--- src/rtl/pmx_pkg.sv ---
// Package: shared descriptor type, table helpers and the default pin table.
// Assumes 32-bit source words and at most 8 source words (3-bit source index).
package pmx_pkg;

    localparam int WORD_W = 32;
    localparam int SRC_W  = 3;

    // One field comparison: source word, mask, constant, and compare sense.
    typedef struct packed {
        logic              used;
        logic              neq;
        logic [SRC_W-1:0]  src;
        logic [WORD_W-1:0] mask;
        logic [WORD_W-1:0] want;
    } desc_t;

    localparam int DEF_PINS   = 4;
    localparam int DEF_LEVELS = 3;
    localparam int DEF_EXPRS  = 2;
    localparam int DEF_DESCS  = 3;
    localparam int DEF_CTRL   = 3;
    localparam int DEF_STRAP  = DEF_CTRL;
    localparam int DEF_TOTAL  = DEF_PINS * DEF_LEVELS * DEF_EXPRS * DEF_DESCS;

    typedef desc_t [DEF_TOTAL-1:0] tbl_t;

    // Position of the lowest set bit of a mask (0 for an empty mask).
    function automatic int low_bit(input logic [WORD_W-1:0] m);
        int r;
        r = 0;
        for (int i = WORD_W - 1; i >= 0; i--) begin
            if (m[i]) r = i;
        end
        return r;
    endfunction

    // Flat table slot of (pin, level, term, descriptor).
    function automatic int slot(input int p, input int l, input int e, input int d);
        return ((p * DEF_LEVELS + l) * DEF_EXPRS + e) * DEF_DESCS + d;
    endfunction

    // Single-bit equality descriptor.
    function automatic desc_t bit_is(input int src, input int idx, input logic val);
        desc_t r;
        r      = '0;
        r.used = 1'b1;
        r.src  = SRC_W'(src);
        r.mask = WORD_W'(1) << idx;
        r.want = {{(WORD_W-1){1'b0}}, val};
        return r;
    endfunction

    // Multi-bit field descriptor, equality or inequality.
    function automatic desc_t field_is(input int src, input logic [WORD_W-1:0] m,
                                       input logic [WORD_W-1:0] w, input logic ne);
        desc_t r;
        r      = '0;
        r.used = 1'b1;
        r.neq  = ne;
        r.src  = SRC_W'(src);
        r.mask = m;
        r.want = w;
        return r;
    endfunction

    // Default table for four pins.
    function automatic tbl_t default_table();
        tbl_t t;
        t = '0;
        // pin 0: single signal
        t[slot(0, 0, 0, 0)] = bit_is(0, 0, 1'b1);
        // pin 1: two registers, plus a three-way AND at level 2
        t[slot(1, 0, 0, 0)] = bit_is(1, 22, 1'b1);
        t[slot(1, 1, 0, 0)] = bit_is(0, 4, 1'b1);
        t[slot(1, 2, 0, 0)] = bit_is(0, 3, 1'b1);
        t[slot(1, 2, 0, 1)] = bit_is(1, 15, 1'b1);
        t[slot(1, 2, 0, 2)] = bit_is(2, 31, 1'b0);
        // pin 2: register bit OR strap bit
        t[slot(2, 0, 0, 0)] = bit_is(0, 12, 1'b1);
        t[slot(2, 0, 1, 0)] = bit_is(DEF_STRAP, 14, 1'b1);
        // pin 3: video-mode field with shared enable bit
        t[slot(3, 0, 0, 0)] = field_is(2, 32'h30, 32'd0, 1'b1);
        t[slot(3, 0, 0, 1)] = bit_is(1, 17, 1'b1);
        t[slot(3, 1, 0, 0)] = bit_is(1, 17, 1'b1);
        t[slot(3, 2, 0, 0)] = field_is(2, 32'h30, 32'd3, 1'b0);
        t[slot(3, 2, 0, 1)] = bit_is(0, 20, 1'b1);
        return t;
    endfunction

endpackage

--- src/rtl/pmx_regbank.sv ---
// Module: control register bank with a reset-captured strap word.
// Does: holds NUM_CTRL writable 32-bit words and one read-only strap word,
//       exposes all of them as source words, and serves combinational reads.
// Assumes: word-aligned byte addresses; the strap word follows the control words.
module pmx_regbank #(
    parameter int NUM_CTRL = 3,
    parameter int ADDR_W   = 8,
    localparam int NUM_SRC = NUM_CTRL + 1,
    localparam int WIDX_W  = ADDR_W - 2
) (
    input  logic                     clk,
    input  logic                     rst_n,
    input  logic [ADDR_W-1:0]        bus_addr,
    input  logic                     bus_we,
    input  logic [31:0]              bus_wdata,
    output logic [31:0]              bus_rdata,
    input  logic [31:0]              strap_pins,
    output logic [NUM_SRC-1:0][31:0] src_words
);

    logic [NUM_CTRL-1:0][31:0] ctrl_q;
    logic [31:0]               strap_q;
    logic [WIDX_W-1:0]         widx;
    logic                      wr_hit;
    logic                      unused_low;

    assign widx       = bus_addr[ADDR_W-1:2];
    assign unused_low = ^bus_addr[1:0];
    assign wr_hit     = bus_we && (int'(widx) < NUM_CTRL);

    // Control words: clear in reset, load on an addressed write.
    always_ff @(posedge clk) begin
        if (!rst_n) begin
            ctrl_q <= '0;
        end else if (wr_hit) begin
            ctrl_q[widx] <= bus_wdata;
        end
    end

    // Strap word: follows the pins while in reset, frozen afterwards.
    always_ff @(posedge clk) begin
        if (!rst_n) begin
            strap_q <= strap_pins;
        end
    end

    // Source word vector: control words then strap.
    always_comb begin
        for (int i = 0; i < NUM_CTRL; i++) src_words[i] = ctrl_q[i];
        src_words[NUM_CTRL] = strap_q;
    end

    // Read mux: mapped words read back, everything else reads zero.
    always_comb begin
        bus_rdata = '0;
        for (int i = 0; i < NUM_SRC; i++) begin
            if (int'(widx) == i) bus_rdata = src_words[i];
        end
    end

    // an addressed write is visible in the next cycle
    a_r1_write_lands: assert property (@(posedge clk) disable iff (!rst_n)
        wr_hit |=> (ctrl_q[$past(widx)] == $past(bus_wdata)));

    // the strap word never moves outside reset
    a_r2_strap_frozen: assert property (@(posedge clk) disable iff (!rst_n)
        1'b1 |=> $stable(strap_q));

    // unmapped word offsets read zero
    a_r3_unmapped_zero: assert property (@(posedge clk) disable iff (!rst_n)
        (int'(widx) >= NUM_SRC) |-> (bus_rdata == 32'd0));

endmodule

--- src/rtl/pmx_desc_eval.sv ---
// Module: one field comparison.
// Does: selects a source word, masks and right-aligns the field, compares it.
// Assumes: descriptor is an elaboration-time constant; out-of-range source reads zero.
module pmx_desc_eval #(
    parameter int            NUM_SRC = 4,
    parameter pmx_pkg::desc_t DESC   = '0
) (
    input  logic [NUM_SRC-1:0][31:0] src_words,
    output logic                     hit
);

    localparam int SHIFT = pmx_pkg::low_bit(DESC.mask);

    logic [31:0] word;
    logic [31:0] field;

    // Source word selection fixed at elaboration.
    generate
        if (int'(DESC.src) < NUM_SRC) begin : g_src
            assign word = src_words[DESC.src];
        end else begin : g_nosrc
            assign word = '0;
        end
    endgenerate

    // Field extraction and comparison.
    assign field = (word & DESC.mask) >> SHIFT;
    assign hit   = DESC.neq ? (field != DESC.want) : (field == DESC.want);

endmodule

--- src/rtl/pmx_pin_resolve.sv ---
// Module: per-pin priority resolver and pad router.
// Does: evaluates every term of every level, picks the lowest enabled level
//       (or the fallback), encodes the choice and routes that slot to the pad.
// Assumes: a term without any used descriptor is never true.
module pmx_pin_resolve #(
    parameter int  NUM_LEVELS = 3,
    parameter int  NUM_EXPRS  = 2,
    parameter int  NUM_DESCS  = 3,
    parameter int  NUM_SRC    = 4,
    parameter bit  FB_EN      = 1'b1,
    localparam int SLOTS      = NUM_LEVELS + 1,
    localparam int IDX_W      = $clog2(SLOTS),
    localparam int PER_PIN    = NUM_LEVELS * NUM_EXPRS * NUM_DESCS,
    parameter pmx_pkg::desc_t [PER_PIN-1:0] PIN_TBL = '0
) (
    input  logic                     clk,
    input  logic                     rst_n,
    input  logic [NUM_SRC-1:0][31:0] src_words,
    input  logic [SLOTS-1:0]         sig_out,
    input  logic [SLOTS-1:0]         sig_oe,
    output logic [SLOTS-1:0]         onehot,
    output logic [IDX_W-1:0]         index,
    output logic                     pad_out,
    output logic                     pad_oe
);

    logic [NUM_LEVELS-1:0][NUM_EXPRS-1:0][NUM_DESCS-1:0] d_hit;
    logic [NUM_LEVELS-1:0][NUM_EXPRS-1:0]                e_true;
    logic [NUM_LEVELS-1:0]                               lvl_en;

    // True when any descriptor of the term at flat base is in use.
    function automatic logic term_live(input int base);
        logic r;
        r = 1'b0;
        for (int d = 0; d < NUM_DESCS; d++) r = r | PIN_TBL[base + d].used;
        return r;
    endfunction

    generate
        for (genvar l = 0; l < NUM_LEVELS; l++) begin : g_lvl
            for (genvar e = 0; e < NUM_EXPRS; e++) begin : g_term
                localparam int BASE = (l * NUM_EXPRS + e) * NUM_DESCS;
                localparam logic LIVE = term_live(BASE);
                for (genvar d = 0; d < NUM_DESCS; d++) begin : g_desc
                    if (PIN_TBL[BASE + d].used) begin : g_used
                        pmx_desc_eval #(
                            .NUM_SRC (NUM_SRC),
                            .DESC    (PIN_TBL[BASE + d])
                        ) u_eval (
                            .src_words (src_words),
                            .hit       (d_hit[l][e][d])
                        );
                    end else begin : g_unused
                        assign d_hit[l][e][d] = 1'b1;
                    end
                end
                // Term: AND of its descriptors, only if it has any.
                assign e_true[l][e] = LIVE & (&d_hit[l][e]);
            end
            // Level: OR of its terms.
            assign lvl_en[l] = |e_true[l];
        end
    endgenerate

    // Priority pick: first enabled level wins, fallback only when none is.
    always_comb begin
        logic blocked;
        blocked = 1'b0;
        for (int k = 0; k < NUM_LEVELS; k++) begin
            onehot[k] = lvl_en[k] & ~blocked;
            blocked   = blocked | lvl_en[k];
        end
        onehot[NUM_LEVELS] = FB_EN & ~blocked;
    end

    // Binary encoding of the one-hot choice (zero when nothing selected).
    always_comb begin
        index = '0;
        for (int k = 0; k < SLOTS; k++) begin
            if (onehot[k]) index = IDX_W'(k);
        end
    end

    // Pad routing through the one-hot choice.
    assign pad_out = |(onehot & sig_out);
    assign pad_oe  = |(onehot & sig_oe);

    // at most one slot is selected
    a_r6_single_pick: assert property (@(posedge clk) disable iff (!rst_n)
        $onehot0(onehot));

    // an enabled level 0 always wins
    a_r6_top_wins: assert property (@(posedge clk) disable iff (!rst_n)
        lvl_en[0] |-> (onehot[0] && index == '0));

    // with no level enabled the fallback decision is taken
    a_r7_fallback: assert property (@(posedge clk) disable iff (!rst_n)
        (lvl_en == '0) |-> (onehot[NUM_LEVELS] == FB_EN));

    // an unselected pin drives nothing
    a_r9_idle_pad: assert property (@(posedge clk) disable iff (!rst_n)
        (onehot == '0) |-> (!pad_out && !pad_oe && index == '0));

endmodule

--- src/rtl/pmx_top.sv ---
// Module: multi-function pin mux top.
// Does: ties the register bank to one resolver per pin and flattens the
//       per-pin results onto plain vector ports.
// Assumes: DESC_TABLE holds NUM_PINS*NUM_LEVELS*NUM_EXPRS*NUM_DESCS descriptors,
//          pin-major, then level, term, descriptor.
module pmx_top #(
    parameter int  NUM_PINS   = pmx_pkg::DEF_PINS,
    parameter int  NUM_LEVELS = pmx_pkg::DEF_LEVELS,
    parameter int  NUM_EXPRS  = pmx_pkg::DEF_EXPRS,
    parameter int  NUM_DESCS  = pmx_pkg::DEF_DESCS,
    parameter int  NUM_CTRL   = pmx_pkg::DEF_CTRL,
    parameter int  ADDR_W     = 8,
    localparam int SLOTS      = NUM_LEVELS + 1,
    localparam int IDX_W      = $clog2(SLOTS),
    localparam int NUM_SRC    = NUM_CTRL + 1,
    localparam int PER_PIN    = NUM_LEVELS * NUM_EXPRS * NUM_DESCS,
    parameter pmx_pkg::desc_t [NUM_PINS*PER_PIN-1:0] DESC_TABLE = pmx_pkg::default_table(),
    parameter logic [NUM_PINS-1:0] FALLBACK_EN = 4'b0111
) (
    input  logic                      clk,
    input  logic                      rst_n,
    input  logic [ADDR_W-1:0]         bus_addr,
    input  logic                      bus_we,
    input  logic [31:0]               bus_wdata,
    output logic [31:0]               bus_rdata,
    input  logic [31:0]               strap_pins,
    input  logic [NUM_PINS*SLOTS-1:0] sig_out,
    input  logic [NUM_PINS*SLOTS-1:0] sig_oe,
    output logic [NUM_PINS-1:0]       pad_out,
    output logic [NUM_PINS-1:0]       pad_oe,
    output logic [NUM_PINS*SLOTS-1:0] active_onehot,
    output logic [NUM_PINS*IDX_W-1:0] active_index
);

    logic [NUM_SRC-1:0][31:0] src_words;

    pmx_regbank #(
        .NUM_CTRL (NUM_CTRL),
        .ADDR_W   (ADDR_W)
    ) u_regs (
        .clk        (clk),
        .rst_n      (rst_n),
        .bus_addr   (bus_addr),
        .bus_we     (bus_we),
        .bus_wdata  (bus_wdata),
        .bus_rdata  (bus_rdata),
        .strap_pins (strap_pins),
        .src_words  (src_words)
    );

    // One resolver per pin, each with its slice of the table.
    generate
        for (genvar p = 0; p < NUM_PINS; p++) begin : g_pin
            pmx_pin_resolve #(
                .NUM_LEVELS (NUM_LEVELS),
                .NUM_EXPRS  (NUM_EXPRS),
                .NUM_DESCS  (NUM_DESCS),
                .NUM_SRC    (NUM_SRC),
                .FB_EN      (FALLBACK_EN[p]),
                .PIN_TBL    (DESC_TABLE[p*PER_PIN +: PER_PIN])
            ) u_pin (
                .clk       (clk),
                .rst_n     (rst_n),
                .src_words (src_words),
                .sig_out   (sig_out[p*SLOTS +: SLOTS]),
                .sig_oe    (sig_oe[p*SLOTS +: SLOTS]),
                .onehot    (active_onehot[p*SLOTS +: SLOTS]),
                .index     (active_index[p*IDX_W +: IDX_W]),
                .pad_out   (pad_out[p]),
                .pad_oe    (pad_oe[p])
            );
        end
    endgenerate

endmodule

--- config.mk ---
export PLATFORM = sky130hd
export DESIGN_NAME = pmx_top
export DESIGN_NICKNAME = d
export VERILOG_FILES = /design/src/rtl/pmx_pkg.sv /design/src/rtl/pmx_regbank.sv /design/src/rtl/pmx_desc_eval.sv /design/src/rtl/pmx_pin_resolve.sv /design/src/rtl/pmx_top.sv
export SDC_FILE = /design/constraint.sdc
export NUM_CORES = 1
export LEC_CHECK = 0
export CORE_UTILIZATION = 51
export DETAILED_ROUTE_END_ITERATION = 6
export PLACE_DENSITY = 0.83
export REMOVE_ABC_BUFFERS = 1
export SETUP_SLACK_MARGIN = 0.2
export SLEW_MARGIN = 20
export SYNTH_ARGS = -nofsm -noshare
export SYNTH_HDL_FRONTEND = slang
export SYNTH_SLANG_ARGS = --single-unit
--- constraint.sdc ---
create_clock -name clk -period 4.15 [get_ports clk]
set_clock_uncertainty 0.2 [all_clocks]
set_input_delay 0.83 -clock clk [delete_from_list [all_inputs] [get_ports clk]]
set_output_delay 0.83 -clock clk [all_outputs]
set_load 0.02 [all_outputs]
* Word level (Yosys, flattened, before mapping)
Index checks and enable logic that the tools add are counted.
** Cells by class
- Bitwise logic cells :: 22
- Muxes and demuxes :: 14
- Magnitude comparators :: 3
- Eq/ne operators :: 4
- Reduce and logical (&&, ||, !) cells :: 17
** Operators by type and width (number)
- 32-bit 2-to-1 mux :: 5
- 96-bit bitwise mux :: 1
- 32-bit demux with 2-bit select :: 1
- 32-bit logical NOT :: 1
- 32-bit nonzero test :: 1
- 4-bit OR reduction :: 8
- 4-bit bitwise AND :: 6
- 6-bit by 3-bit equality test with 1-bit output (second input constant) :: 2
- 2-bit 2-to-1 mux :: 5
- 3-bit by 4-bit bitwise AND with 4-bit output :: 2
- 1-bit NOT :: 7
- 6-bit by 2-bit equality test with 1-bit output (second input constant) :: 1
- 6-bit by 1-bit greater-or-equal comparator with 1-bit output (second input constant) :: 1
- 6-bit logical NOT :: 1
- 6-bit by 2-bit less-than comparator with 1-bit output (second input constant) :: 1
- 6-bit by 3-bit less-than comparator with 1-bit output (second input constant) :: 1
- 1-bit bitwise AND :: 4
- 2-bit AND reduction :: 2
- 1-bit bitwise OR :: 3
- 3-bit AND reduction :: 1
- 2-bit equality test (second input constant) :: 1
- 1-bit logical AND :: 2
- 1-bit 2-to-1 mux :: 2
- 2-bit OR reduction :: 1
** Word-level totals
- Register bits after elaboration :: 128
- Input bits :: 107
- Output and inout port bits :: 64
- Word-level logic and storage cells :: 64

* Depth between registers and ports, before layout
- Word-level depth :: 7
- Mapped depth :: 4

* By module
A second synthesis with hierarchy kept.
** Second synthesis, totals
- Cells, all modules :: 513
- Area total of the unflattened synthesis :: 5885.6 um^2
** By module, submodules not included
- pmx_regbank :: seq. area each 2882.8 um^2, area each 5474.0 um^2, cells each 459, instances 1
- pmx_pin_resolve (g_pin[3].u_pin) :: seq. area each 0.0 um^2, area each 98.8 um^2, cells each 13, instances 1
- pmx_pin_resolve (g_pin[1].u_pin) :: seq. area each 0.0 um^2, area each 82.6 um^2, cells each 11, instances 1
- pmx_pin_resolve (g_pin[2].u_pin) :: seq. area each 0.0 um^2, area each 78.8 um^2, cells each 9, instances 1
- pmx_desc_eval (g_pin[0].u_pin.g_lvl[0].g_term[0].g_desc[0].g_used.u_eval ...) :: seq. area each 0.0 um^2, area each 7.5 um^2, cells each 1, instances 10
- pmx_pin_resolve (g_pin[0].u_pin) :: seq. area each 0.0 um^2, area each 60.1 um^2, cells each 8, instances 1
- pmx_desc_eval (g_pin[3].u_pin.g_lvl[0].g_term[0].g_desc[0].g_used.u_eval ...) :: seq. area each 0.0 um^2, area each 6.3 um^2, cells each 1, instances 2
- pmx_desc_eval (g_pin[1].u_pin.g_lvl[2].g_term[0].g_desc[2].g_used.u_eval) :: seq. area each 0.0 um^2, area each 3.8 um^2, cells each 1, instances 1

* Worst setup path after synthesis
OpenSTA, ideal clock, no wires.
- Kind :: input-to-output
- From :: input port bus_addr[5]
- To :: output port bus_rdata[10]
- Cell stages on the path :: 4
- Required time :: 3120 ps
- Setup slack :: 1123 ps
- Path buffers :: 1
- Arrival :: 1997 ps
- Cells stage by stage :: nor4_1 -> nand2_1 -> clkbuf_1 -> o22ai_1
** On the way
- Longest elaborated chain between the ends :: 5
- Elaborated cells between the ends (all ways) :: 8
- Classes of those cells :: eq/ne: 3; mux: 4; reduce/logical: 1
** Ends and longest elaborated chain
- start: declaration :: line pmx_top.sv:22 : input logic [ADDR_W-1:0] bus_addr,
- 6-bit logical NOT :: line pmx_regbank.sv:57 : if (int'(widx) == i) bus_rdata = src_words[i];
- 32-bit 2-to-1 mux (3 in series) :: line pmx_regbank.sv:57
- 32-bit 2-to-1 mux (*) :: line pmx_regbank.sv:57
- end: declaration :: line pmx_top.sv:25 : output logic [31:0] bus_rdata,
Every way passes the cells marked *; elsewhere a longest branch is shown, timed or not.

* Worst setup path after layout
- From :: input port bus_addr[5]
- To :: output port bus_rdata[26]
Same word-level chain as after synthesis.

==> impl_metrics.json <==
{
  "setup-violations-final": 0,
  "num_io_pins": 171,
  "ant_nets": 0,
  "peakVddDrop_mv": 0.247,
  "tritoncts": "yes",
  "required_ns": 3.12,
  "fin_area_um2": 7970,
  "postSynth.asyncResetShare": 0,
  "rr_worst_depth": 2,
  "worst_setup_path_start_kind": "primary input",
  "ys_ff_latch": 128,
  "drc": 0,
  "grt_max_degree": 129,
  "fill_cells": 768,
  "final_layout_size_suffix_gt1_frac": 0.0747,
  "rsz0062_at_grt": "no",
  "holdPathStages": 2,
  "grt_usage": 0.249,
  "power.density_nw_per_um2": 396,
  "start_util": 0.529,
  "clockRootBuffer": "clkbuf_16",
  "end_kind": "output port",
  "hold_viol": 0,
  "dp_hpwl_um": 8950,
  "whs_endpoint": "u_regs.src_words[10]",
  "yosysSeqAreaShare": 0.498,
  "wl_per_cell_um": 17.4,
  "syn_area_um2": 5790,
  "status": "completed",
  "die_y_um": 109,
  "numPortBuffers": 153,
  "timing.rr.end": "u_regs.src_words[54]",
  "rows": 38,
  "rrSetupSlack_ns": 3.14,
  "ys.warnings.count": 0,
  "via_count": 4479,
  "synth_top_area_cell": "dfxtp_1",
  "chipWidth_um": 109,
  "firstDrtPassIters": 4,
  "path_class": "in2out",
  "n_antenna_cell": 0,
  "fin_tns_setup_ns": 0,
  "first_global_vias": 4552,
  "synthTopCellsByArea": "dfxtp_1 (33%), mux2i_1 (28%), edfxtp_1 (17%)",
  "grt_pass1_wl_um": 22000,
  "grt_overflow_total": 0,
  "maxCapViolCount": 0,
  "arrival_ns": 2.87,
  "cts_buffers": 17,
  "yosys_most_used_dff": "dfxtp_1",
  "die_area_um2": 11800,
  "power.leakage_nw": 3.49,
  "cp_cell_sequence": "clkdlybuf4s50_1 > nor4_4 > nand2_1 > buf_4 > o22ai_1 > clkdlybuf4s50_1",
  "fin_crit_sh": 0.940,
  "reg2reg_from": "u_regs.src_words[54]",
  "yosys-top-cells-count": "mux2i_1 (160), nand2_1 (130), dfxtp_1 (96), edfxtp_1 (32), o22ai_1 (32)",
  "gp_congestion": 0.735,
  "drt_iter0_drc": 245,
  "cts_sinks": 128,
  "holdCritStartpoint": "u_regs.src_words[10]",
  "cts.htree.levels": 4,
  "critPathMostFrequentCell": "clkdlybuf4s50_1",
  "syn_inst": 541,
  "path_buf_inv": 3,
  "utilization": 0.729,
  "place_area_um2": 7260,
  "relSlewSlack": 0.407,
  "synth_edf_count": 32,
  "worst_pin_slew_ns": 0.889,
  "path_max_fanout": 13,
  "cp_slowest_stage_delay_ns": 0.65,
  "clk_latency_ns": 0.41,
  "synth_most_common_cell": "mux2i_1",
  "min_period_ns": 3.90,
  "yosys.area.top_type_share": 0.332,
  "core-area_um2": 10900,
  "synth.distinct_cells": 29,
  "nets": 777,
  "crit_slowest_cell": "clkdlybuf4s50_1",
  "max_freq_ghz": 0.256,
  "clkTransAtPathRegs_ns": 0.05,
  "antenna_found_initial": 0,
  "avgSynthCellArea_um2": 10.7,
  "clockBufferDepth": 2,
  "critPathTopFamily": "buffers and inverters",
  "wl_um": 14300,
  "via_per_inst": 5.44,
  "synthToLayoutAreaGrowth_pct": 37.6,
  "maxSlewViolCount": 0,
  "hold_path_class": "reg2reg"
}
[worst max path at each step]
stage | from | to | slack, ns | cells after the start
final | bus_addr[5] | bus_rdata[26] | 0.25 | 6
after global routing | bus_addr[5] | bus_rdata[13] | 0.20 | 6
after CTS | bus_addr[5] | bus_rdata[28] | 0.20 | 6
after detailed placement | bus_addr[5] | bus_rdata[8] | 0.13 | 6
after global placement | bus_addr[5] | bus_rdata[28] | 0.15 | 6
after floorplan | bus_addr[5] | u_regs.src_words[0] | 0.65 | 3
[where the power goes]
group | internal [W] | switching (W) | total [W]
clock network | 0.00107 | 0.000515 | 0.00159
logic | 0.000132 | 0.000114 | 0.000246
registers | 0.00131 | 0.00000918 | 0.00132
[worst min-delay path, stage by stage (launching register included)]
cell     delay (ns)
dfxtp_1        0.30
nand2_1        0.05
mux2i_1        0.05
[metrics by stage]
step | hold slack (ns) | setup WS (ns) | std cells | power [W]
5_1_grt | 0.267 | 0.203 | 823 | 0.00326
2_1_floorplan | 0.234 | 0.653 | 488 | 0.00142
4_1_cts | 0.256 | 0.204 | 823 | 0.00317
6_report | 0.256 | 0.250 | 823 | 0.00316
3_3_place_gp | 0.241 | 0.146 | 791 | 0.00158
3_5_place_dp | 0.246 | 0.126 | 791 | 0.00159
[layout make-up]
cell class | instances | area [um^2] | share of cell area
tap | 140 | 175 | 0.0220
timing repair buffer | 163 | 1670 | 0.209
multi-input combinational | 357 | 2590 | 0.325
clock buffer | 23 | 490 | 0.0615
sequential | 128 | 2880 | 0.362
clock inverter | 9 | 151 | 0.0190
inverter | 3 | 11.3 | 0.00141
[what timing repair did]
item / in CTS / in global routing
hold buffers: 0 / 0
resized for setup: 3 / 22
buffers inserted: 0 / 0
endpoints found under the setup margin: 27 / 29
[kinds of logic after synthesis]
logic type / Yosys count / share of synthesized area
AND/OR/NAND/NOR: 148 / 0.109
buffers and inverters: 60 / 0.0599
other: 1 / 0.000648
flip-flops: 128 / 0.498
AO/OA/AOI/OAI: 38 / 0.0441
multiplexers: 166 / 0.288
[per-layer routing]
metal	routed length, um	track usage	share of wire	vias to the layer above
met3	863	0.0651	0.060	16
met1	5840	0.285	0.41	2170
met5	0	0	0	-
met4	155	0.0820	0.011	0
li1	-	-	-	2134
met2	7440	0.447	0.52	159
[cell usage in the layout, fill, tap and decap left out, types with 2 or more instances in the layout]
master / n
clkbuf_1: 4
edfxtp_1: 32
clkinv_2: 3
a22o_1: 4
nor2_1: 3
clkbuf_16: 19
dlygate4sd2_1: 2
conb_1: 5
bufinv_16: 4
dfxtp_1: 96
nor2b_1: 2
inv_1: 2
a221o_1: 2
nand2_1: 130
o22ai_1: 32
mux2_2: 6
and2_1: 3
mux2i_1: 160
buf_4: 10
dlymetal6s2s_1: 21
clkdlybuf4s50_1: 128
[registers in the layout, indices dropped and copies added (netlist names)]
name,cells
u_regs.src_words,96
u_regs.strap_q,32
No activity file was read; power rests on OpenSTA's default activity.
